**src/rtl/exec_fwd_pkg.sv**
```systemverilog
package exec_fwd_pkg;
  typedef enum logic [1:0] {
    SRC_RF  = 2'd0,
    SRC_MEM = 2'd1,
    SRC_WB  = 2'd2,
    SRC_PC  = 2'd3
  } fwd_src_e;
endpackage

```
**src/rtl/exec_fwd_sel.sv**
```systemverilog
module exec_fwd_sel
  import exec_fwd_pkg::*;
#(
  parameter int DW = 16,
  parameter int RW = 3
) (
  input  logic [RW-1:0] src,
  input  logic [DW-1:0] rf_val,
  input  logic [DW-1:0] pc_cur,
  input  logic          mem_nop,
  input  logic [RW-1:0] mem_dst,
  input  logic          mem_wen,
  input  logic          mem_is_load,
  input  logic [DW-1:0] mem_alu,
  input  logic          wb_nop,
  input  logic [RW-1:0] wb_dst,
  input  logic          wb_wen,
  input  logic [DW-1:0] wb_data,
  output logic [DW-1:0] opnd,
  output logic          stall_req
);
  localparam logic [RW-1:0] PC_REG = {RW{1'b1}};

  fwd_src_e sel;
  logic     mem_hit;
  logic     wb_hit;

  always_comb begin
    mem_hit = !mem_nop && (mem_dst == src) && mem_wen;
    wb_hit  = !wb_nop  && (wb_dst  == src) && wb_wen;
  end

  // priority: PC, then memory stage, then writeback
  always_comb begin
    sel       = SRC_RF;
    stall_req = 1'b0;
    if (src == PC_REG) begin
      sel = SRC_PC;
    end else if (mem_hit) begin
      if (mem_is_load) stall_req = 1'b1;
      else             sel = SRC_MEM;
    end else if (wb_hit) begin
      sel = SRC_WB;
    end
  end

  always_comb begin
    unique case (sel)
      SRC_PC:  opnd = pc_cur;
      SRC_MEM: opnd = mem_alu;
      SRC_WB:  opnd = wb_data;
      default: opnd = rf_val;
    endcase
  end

  always_comb begin
    if (src == PC_REG) begin
      p_pc_override_r1: assert (opnd == pc_cur && !stall_req);
    end
    if (stall_req) begin
      p_stall_needs_load_r3: assert (mem_is_load && mem_wen && !mem_nop && opnd == rf_val);
    end
    if (src != PC_REG && !mem_hit && !wb_hit) begin
      p_passthrough_r6: assert (opnd == rf_val && !stall_req);
    end
  end
endmodule

```
**src/rtl/exec_stall_gen.sv**
```systemverilog
module exec_stall_gen #(
  parameter int NSRC = 3
) (
  input  logic [NSRC-1:0] req,
  output logic            stall,
  output logic            upstream_we,
  output logic            em_bubble
);
  always_comb begin
    stall       = |req;
    upstream_we = !stall;
    em_bubble   = stall;
  end

  always_comb begin
    p_hold_vs_bubble_r8: assert (upstream_we != em_bubble);
  end
endmodule

```
**src/rtl/exec_fwd_unit.sv**
```systemverilog
module exec_fwd_unit #(
  parameter int DW   = 16,
  parameter int RW   = 3,
  parameter int NSRC = 3
) (
  input  logic [NSRC*RW-1:0] src_reg,
  input  logic [NSRC*DW-1:0] rf_data,
  input  logic [DW-1:0]      pc_cur,
  input  logic               mem_nop,
  input  logic [RW-1:0]      mem_dst,
  input  logic               mem_wen,
  input  logic               mem_is_load,
  input  logic [DW-1:0]      mem_alu,
  input  logic               wb_nop,
  input  logic [RW-1:0]      wb_dst,
  input  logic               wb_wen,
  input  logic [DW-1:0]      wb_data,
  output logic [NSRC*DW-1:0] opnd,
  output logic               stall,
  output logic               upstream_we,
  output logic               em_bubble
);
  logic [NSRC-1:0] req;

  for (genvar g = 0; g < NSRC; g++) begin : g_src
    exec_fwd_sel #(.DW(DW), .RW(RW)) i_sel (
      .src         (src_reg[g*RW +: RW]),
      .rf_val      (rf_data[g*DW +: DW]),
      .pc_cur      (pc_cur),
      .mem_nop     (mem_nop),
      .mem_dst     (mem_dst),
      .mem_wen     (mem_wen),
      .mem_is_load (mem_is_load),
      .mem_alu     (mem_alu),
      .wb_nop      (wb_nop),
      .wb_dst      (wb_dst),
      .wb_wen      (wb_wen),
      .wb_data     (wb_data),
      .opnd        (opnd[g*DW +: DW]),
      .stall_req   (req[g])
    );
  end

  always_comb begin
    if (stall) begin
      p_stall_source_r7: assert (mem_is_load && mem_wen && !mem_nop);
    end
  end

  exec_stall_gen #(.NSRC(NSRC)) i_stall (
    .req         (req),
    .stall       (stall),
    .upstream_we (upstream_we),
    .em_bubble   (em_bubble)
  );
endmodule

```
**config.mk**
```make
export PLATFORM = sky130hd
export DESIGN_NAME = exec_fwd_unit
export DESIGN_NICKNAME = d
export VERILOG_FILES = /design/src/rtl/exec_fwd_pkg.sv /design/src/rtl/exec_fwd_sel.sv /design/src/rtl/exec_stall_gen.sv /design/src/rtl/exec_fwd_unit.sv
export SDC_FILE = /design/constraint.sdc
export NUM_CORES = 1
export LEC_CHECK = 0
export ABC_AREA = 1
export BUFFER_PORTS_ARGS = -buffer_cell sky130_fd_sc_hd__buf_2
export CORE_ASPECT_RATIO = 0.7
export CORE_MARGIN = 4
export CORE_UTILIZATION = 40
export DETAILED_ROUTE_END_ITERATION = 8
export PLACE_DENSITY = 0.79
export SLEW_MARGIN = 20
export SYNTH_ARGS = -nofsm -noshare
export SYNTH_HDL_FRONTEND = slang
export SYNTH_SLANG_ARGS = --single-unit
```
**constraint.sdc**
```tcl
create_clock -name vclk -period 1.6
set_input_delay 0 -clock vclk [all_inputs]
set_output_delay 0 -clock vclk [all_outputs]
set_load 0.02 [all_outputs]
```
==> impl_metrics.yaml, run 1 <==
status:
  outcome: "complete, no violations"
cells_and_area:
  design_area_sq_um: 2977
  final_cell_mix: "buf_2 (167), nand2_1 (112), nand4_1 (112)"
  utilization_pct: 61.24
  final_nets: 673
  final_common_cell: "buf_2"
  fill_cells: 519
  area_growth_pct: 44.88
  multi_input_area_sq_um: 1783
  n_sequential_cell: 0
  drive_above_1_share_pct: 38.92
  antenna_cells: 0
  stdcell_count: 624
  clkbuf_count: 0
  seq_area_sq_um: 0
pwr:
  share_comb_of_total_power_pct: 100.0
  p_seq_share_pct: 0
  power.leakage_nw: 1.575
  power_frac_clock_pct: 0
  peakVddDrop_mv: 0.1289
  power_density_nw_per_um2: 301.0
  p_sw_uw: 577.2
  internal_power_uw: 318.8
  power_uw: 896.0
  sw_frac_of_total_pct: 64.42
sta:
  finalHoldViolCount: 0
  fin_crit_sh_pct: 91.64
  worst_pin_slew_ps: 392.3
  rsz0062_at_grt: "false"
  fmax_ghz: 0.6820
  drv_slew: 0
  max-slew-margin-rel_pct: 73.82
  layout_min_cycle_time_ps: 1466
  fin_tns_setup_ps: 0
  setup_viol: 0
yosys:
  synthesis.nets: 512
  yosys_warnings: 0
  synth_top_family_by_area: "simple AND/OR/NAND/NOR gates"
  synthAdderAreaFrac_pct: 0
  yosysTopAreaCell: "nand4_1"
  ys_seq_area_share_pct: 0
  synth_cell_types: 20
  netlist_instances: 396
  muxShareOfSynthArea_pct: 0
  yosys-top-cells-area: "nand4_1 (34%), nand2_1 (20%), nand3_1 (16%)"
  synth_xor_area_share_pct: 0.4263
  synth.avg_cell_area_sq_um: 5.188
  synthSimpleGateAreaFrac_pct: 84.17
  synth-compound-area-share_pct: 1.949
  syn_area_sq_um: 2054
  yosysTopAreaCellShare_pct: 34.10
grt:
  grt_usage_pct: 31.84
  grt_max_degree: 33
  grt_pass1_wl_um: 16370
  antenna_found_initial: 0
  grt_pass1_vias: 3435
  grt_overflow: 0
hold_path:
  hp-class: "input port to output port"
placed_design:
  hpwl_um: 8343
  dp.cells: 622
  place_congestion: 0.9903
  port_buffers: 167
  dpl_cell_area_sq_um: 2944
setup_path:
  crit_start: "mem_nop"
  endpoint_kind: "output port"
  crit_end: "opnd[27]"
  criticalPathCategory: "input port to output port"
  cp.required_ps: 1600
  worstSetupStartpointType: "input port"
  cp_max_fo: 16
  arrival_ps: 1470
job:
  cap_violations: 0
route:
  route.detailed.drc: 0
  vias: 3798
  ant_nets: 0
  drt-wirelength-per-cell_um: 17.54
  wl_um: 10950
  drt_iter0_drc: 431
  vias_per_cell: 6.087
  drt-pass1-iter-count: 6
die:
  die_w_um: 93.66
  die_area_sq_um: 6365
  start_util_pct: 42.27
  die_height_um: 67.96
  core_area_sq_um: 4861
  rows: 21
  num_io_pins: 167
clocking:
  hold_buffers: 0
## routing by layer
metal | wire length (um) | part of all wire (%) | global-route usage, % | vias up
met4 | 226 | 2.1 | 7.748 | 0
met2 | 4865 | 44 | 52.72 | 329
met3 | 1663 | 15 | 8.242 | 46
li1 | - | - | - | 1758
met1 | 4192 | 38 | 41.67 | 1665
met5 | 0 | 0 | 0 | -
## power groups by stage
stage / Combinational [mW] / Sequential [mW] / Clock, mW
3_5_place_dp: 0.874 / 0 / 0
3_3_place_gp: 0.868 / 0 / 0
6_report: 0.896 / 0 / 0
4_1_cts: 0.877 / 0 / 0
5_1_grt: 0.967 / 0 / 0
2_1_floorplan: 0.477 / 0 / 0
## cells by family (layout without fill, tap and decap cells)
kind of cell    after synthesis  in the layout
xor+xnor                      1              1
simple gates                329            329
compound gates                8              8
buf+inv                      58            217
## final cells by class
type / count / area share, %
multi-input cells: 338 / 59.90
repair buffers: 186 / 33.29
inverters: 31 / 3.909
well taps: 69 / 2.900
## worst min path at each step
stage,startpoint,cells past startpoint,endpoint
after global placement,rf_data[42],4,opnd[42]
after floorplan,mem_alu[10],2,opnd[10]
after global routing,wb_data[13],4,opnd[13]
final,rf_data[37],4,opnd[37]
after CTS,rf_data[40],4,opnd[40]
after detailed placement,rf_data[40],4,opnd[40]
## Yosys cell counts
cell type / n
a21oi_1: 8
buf_1: 1
buf_2: 8
buf_4: 1
buf_6: 6
clkbuf_1: 11
clkinv_1: 1
inv_1: 22
inv_2: 8
nand2_1: 112
nand2_2: 3
nand2_4: 3
nand3_1: 64
nand3_2: 3
nand4_1: 112
nor2_1: 19
nor2_2: 6
nor2_4: 5
nor2_8: 2
xnor2_1: 1
## per-stage QoR
step / setup WS [ps] / hold WS, ps
final: 133.8 / 352.7
after global routing: 14.68 / 384.9
after CTS: 107.0 / 357.0
after detailed placement: 103.4 / 356.5
after global placement: 118.3 / 352.0
after floorplan: 341.3 / 211.9
## critical path, stage by stage
cell     delay, ps
buf_2          100
nor2_1         170
nand2_1        110
nor2_2         180
nand3_2        350
nand4_1        220
nand4_1        140
buf_2          190
## timing repair
item,CTS,global route
resized for setup,0,1
setup endpoints to repair,0,19
setup buffers,0,2
No activity file was read; power rests on OpenSTA's default activity.
==> run 2, diff against run 1 <==
Settings changed: GPL_ROUTABILITY_DRIVEN from default to 0, PLACE_DENSITY 0.79 to 0.82.
==> run 2 against run 1 <==
Compared with the run above:
- die area is the same
- flip-flop and latch count is the same
- cell count shrank 0.48%
- combinational power grew 0.6%
- final area grew 0.50%
- power grew 0.58%
- wire length grew 0.38%
- via count shrank 0.74%
==> impl_metrics.yaml, run 2 (same netlist as run 1, synthesis figures left out) <==
status:
  outcome: "complete, no violations"
placed_design:
  port_buffers: 167
  pre_cts_slack_ps: 114.9
  hpwl_um: 8386
  dpl_cell_area_sq_um: 2934
  dp.cells: 619
grt:
  grt_overflow: 0
  grt_pass1_wl_um: 16550
  grt_usage_pct: 32.38
  antenna_found_initial: 0
  grt_pass1_vias: 3372
  grt_max_degree: 33
route:
  drt-pass1-iter-count: 7
  vias_per_cell: 6.071
  drt_iter0_drc: 544
  vias: 3770
  drt-wirelength-per-cell_um: 17.70
  route.detailed.drc: 0
  ant_nets: 0
  wl_um: 10990
die:
  die_w_um: 93.66
  num_io_pins: 167
  start_util_pct: 42.27
  die_height_um: 67.96
  rows: 21
  die_area_sq_um: 6365
  core_area_sq_um: 4861
sta:
  rsz0062_at_grt: "true"
  fin_tns_setup_ps: 0
  layout_min_cycle_time_ps: 1500
  drv_slew: 0
  worst_pin_slew_ps: 642.7
  fin_crit_sh_pct: 93.75
  setup_viol: 0
  fmax_ghz: 0.6667
  setup_ws_ps: 100.0
  whs_ps: 352.1
  finalHoldViolCount: 0
  max-slew-margin-rel_pct: 57.10
pwr:
  p_seq_share_pct: 0
  p_sw_uw: 581.3
  power_frac_clock_pct: 0
  peakVddDrop_mv: 0.1383
  internal_power_uw: 320.0
  power.leakage_nw: 1.568
  share_comb_of_total_power_pct: 100.0
  sw_frac_of_total_pct: 64.50
  power_density_nw_per_um2: 301.3
  power_uw: 901.2
cells_and_area:
  seq_area_sq_um: 0
  stdcell_count: 621
  utilization_pct: 61.54
  n_sequential_cell: 0
  area_growth_pct: 45.62
  final_nets: 670
  drive_above_1_share_pct: 38.59
  antenna_cells: 0
  final_cell_mix: "buf_2 (167), nand2_1 (112), nand4_1 (112)"
  design_area_sq_um: 2992
  clkbuf_count: 0
  fill_cells: 510
  final_common_cell: "buf_2"
hold_path:
  hp-class: "input port to output port"
setup_path:
  endpoint_kind: "output port"
  worstSetupStartpointType: "input port"
  arrival_ps: 1500
  cp_max_fo: 17
  cp.required_ps: 1600
  criticalPathCategory: "input port to output port"
job:
  cap_violations: 0
==> run 2: cell types whose count changed in the layout (fill, tap and decap cells not counted) <==
cell and change:
nand3_2 -1, nand3_4 +1, buf_4 -5, buf_12 +2, nand2_2 -1, nand2_4 +1
==> run 2: metal layers <==
layer	GRT usage, %	routed length, um	vias to the layer above
met5	0	0	-
met4	7.387	227	0
met3	6.923	1748	34
met2	53.34	4865	331
met1	43.60	4150	1656
li1	-	-	1749
==> run 2: cell type report <==
class,count,area [sq um],area share [%]
Multi-Input combinational cell,338,1795,60.02
Timing Repair Buffer,183,993.5,33.21
Inverter,31,116.4,3.890
Tap cell,69,86.33,2.886
==> run 2: critical path, cell delays in order <==
cell,delay (ps)
buf_2,130
inv_1,140
nand2_1,70
nand2_1,80
nor2_2,50
nand2_2,210
nand2_4,190
nor2_4,170
buf_12,140
nand2_1,50
nand3_1,80
buf_2,180
==> run 2: worst paths after layout <==
kind        start        to  cells past startpoint
max    src_reg[1]   opnd[8]                     12
min   rf_data[45]  opnd[45]                      4
==> run 2: what timing repair did <==
action,4_1_cts,5_1_grt
endpoints found under the hold margin,0,0
hold buffers,0,0
gates resized for setup,0,3
buffers inserted,0,2
endpoints found under the setup margin,0,30
==> run 2: power by group through the flow <==
| stage | Sequential [mW] | Clock, mW | Combinational, mW |
|---|---|---|---|
| floorplan | 0 | 0 | 0.477 |
| global placement | 0 | 0 | 0.864 |
| detailed placement | 0 | 0 | 0.876 |
| CTS | 0 | 0 | 0.879 |
| global route | 0 | 0 | 0.970 |
| finish | 0 | 0 | 0.901 |
==> run 3, diff against run 2 <==
Settings changed: ABC_AREA 1 to default, PLACE_DENSITY 0.82 to 0.9.
==> run 3 against run 2 <==
Compared with the run above:
- the flow now finishes with violations (setup timing)
- first-iteration DRC count down 49%
- synthesized cell count down 53%
- final area down 2.8%
- area after synthesis down 22%
- non-clock buffer count up 20
- core utilization up 17 points
- die area down 20%
- cell count down 33%
- clock-buffer cell count unchanged
- highest routed layer unchanged
==> impl_metrics.yaml, run 3 <==
status:
  outcome: "finished with violations"
  failed_checks: "setup timing"
sta:
  max-slew-margin-rel_pct: 73.07
  setup_viol: 2
  rsz0062_at_grt: "true"
  layout_min_cycle_time_ps: 1641
  fin_crit_sh_pct: 102.6
  fin_tns_setup_ps: -44.12
  fmax_ghz: 0.6094
  finalHoldViolCount: 0
  drv_slew: 0
  setup_ws_ps: -41.06
  worst_pin_slew_ps: 402.4
die:
  core_area_sq_um: 3694
  start_util_pct: 43.36
  num_io_pins: 167
  die_height_um: 60.94
  die_area_sq_um: 5096
  die_w_um: 83.63
  rows: 18
pwr:
  power_density_nw_per_um2: 352.0
  power.leakage_nw: 1.412
  peakVddDrop_mv: 0.2530
yosys:
  synthSimpleGateAreaFrac_pct: 16.25
  yosysTopAreaCellShare_pct: 19.38
  synth.avg_cell_area_sq_um: 8.564
  syn_area_sq_um: 1602
  synthesis.nets: 303
  synth_top_family_by_area: "compound AO/OA/AOI/OAI gates"
  yosysTopAreaCell: "a221o_1"
  muxShareOfSynthArea_pct: 0
  synth-compound-area-share_pct: 61.80
  yosys_warnings: 0
  synth_xor_area_share_pct: 10.86
  netlist_instances: 187
  yosys-top-cells-area: "a221o_1 (19%), a22o_1 (9.3%), o221a_2 (8.4%)"
  synthAdderAreaFrac_pct: 0
  synth_common_cells: "a221o_1 (31), a22o_1 (17), nand3_1 (14), o221a_2 (12), o22a_1 (12)"
  synth_most_common_cell: "a221o_1"
  ys_seq_area_share_pct: 0
  synth_cell_types: 44
cells_and_area:
  utilization_pct: 78.73
  clkbuf_count: 0
  design_area_sq_um: 2908
  area_growth_pct: 81.56
  seq_area_sq_um: 0
  final_common_cell: "buf_2"
  final_cell_mix: "buf_2 (145), buf_4 (32), a221o_1 (31)"
  antenna_cells: 0
  n_sequential_cell: 0
  stdcell_count: 419
  final_nets: 487
  drive_above_1_share_pct: 67.48
  fill_cells: 274
setup_path:
  arrival_ps: 1640
  endpoint_kind: "output port"
  worstSetupStartpointType: "input port"
  criticalPathCategory: "input port to output port"
  cp.required_ps: 1600
  cp_max_fo: 6
placed_design:
  dp.cells: 413
  port_buffers: 167
  pre_cts_slack_ps: -213.1
  dpl_cell_area_sq_um: 2592
  hpwl_um: 6682
hold_path:
  hold_depth: 3
  hold_end: "opnd[6]"
  hp-class: "input port to output port"
  min_from: "rf_data[6]"
route:
  drt_iter0_drc: 279
  drt-wirelength-per-cell_um: 21.81
  wl_um: 9139
  wl_met2_um: 4591
  ant_nets: 0
  vias_per_cell: 6.566
  vias: 2751
  drt-pass1-iter-count: 5
  met3RoutedLength_um: 849
  top_layer_used: "met4"
  wl_met1_um: 3294
  route.detailed.drc: 0
grt:
  grt_pass1_vias: 2624
  grt_pass1_wl_um: 12230
  grt_overflow: 0
  grt_max_degree: 14
  antenna_found_initial: 0
  grt_usage_pct: 29.46
job:
  cap_violations: 0
[run 3: cell count changes after synthesis, sizes merged, moves of 24 or more]
cell,delta
nand4,-111
inv,-28
a221o,+32
nor2,-27
nand2,-113
nand3,-53
a22o,+24
[run 3: area by class of cell]
| class | instances | area [sq um] | area share (%) |
|---|---|---|---|
| inverter | 2 | 7.507 | 0.2582 |
| tap | 50 | 62.56 | 2.151 |
| timing repair buffer | 203 | 1303 | 44.79 |
| multi-input combinational | 164 | 1535 | 52.80 |
[run 3: metrics by stage]
step | power [mW] | hold slack, ps
6_report | 1.023 | 328.4
5_1_grt | 1.075 | 342.3
4_1_cts | 0.8978 | 343.2
3_5_place_dp | 0.8856 | 343.2
3_3_place_gp | 0.8622 | 340.5
2_1_floorplan | 0.4941 | 170.5
[run 3: timing repair]
item,4_1_cts,5_1_grt
setup buffers,2,2
pin swaps,4,20
hold buffers,0,0
gates cloned,0,2
hold endpoints to repair,0,0
resized for setup,5,64
setup endpoints to repair,38,44
[run 3: power by group]
| part | switching [mW] | total (mW) | internal, mW | leakage (nW) |
|---|---|---|---|---|
| clock network | 0 | 0 | 0 | 0 |
| logic | 0.539 | 1.02 | 0.484 | 1.41 |
| registers | 0 | 0 | 0 | 0 |
| total | 0.539 | 1.02 | 0.484 | 1.41 |
[run 3: worst max-delay path: stages]
cell and delay (ps):
buf_8 110, xor2_2 170, nor4_2 290, o31a_1 250, nor2b_4 280, clkbuf_16 200
a221o_1 200, buf_6 130
[run 3: routing by layer]
layer,global-route usage [%],vias up
li1,-,1197
met1,33.63,1290
met2,57.08,224
met3,4.613,40
met4,11.01,0
met5,0,-
[run 3: worst max-delay path by stage]
stage,from,cells past startpoint,endpoint,slack [ps]
floorplan,mem_dst[2],8,opnd[10],160
global route,src_reg[0],8,opnd[3],-100
finish,src_reg[0],8,opnd[3],-40
detailed placement,mem_dst[2],7,opnd[8],-210
CTS,mem_nop,8,opnd[0],2
global placement,mem_nop,6,opnd[0],-160
[run 3: logic make-up (layout without fill, tap and decap cells)]
family / after synthesis / after routing
buffers and inverters: 23 / 205
xor gates and xnor gates: 19 / 19
AOI/OAI and AO/OA: 102 / 102
and+or+nand+nor: 43 / 43
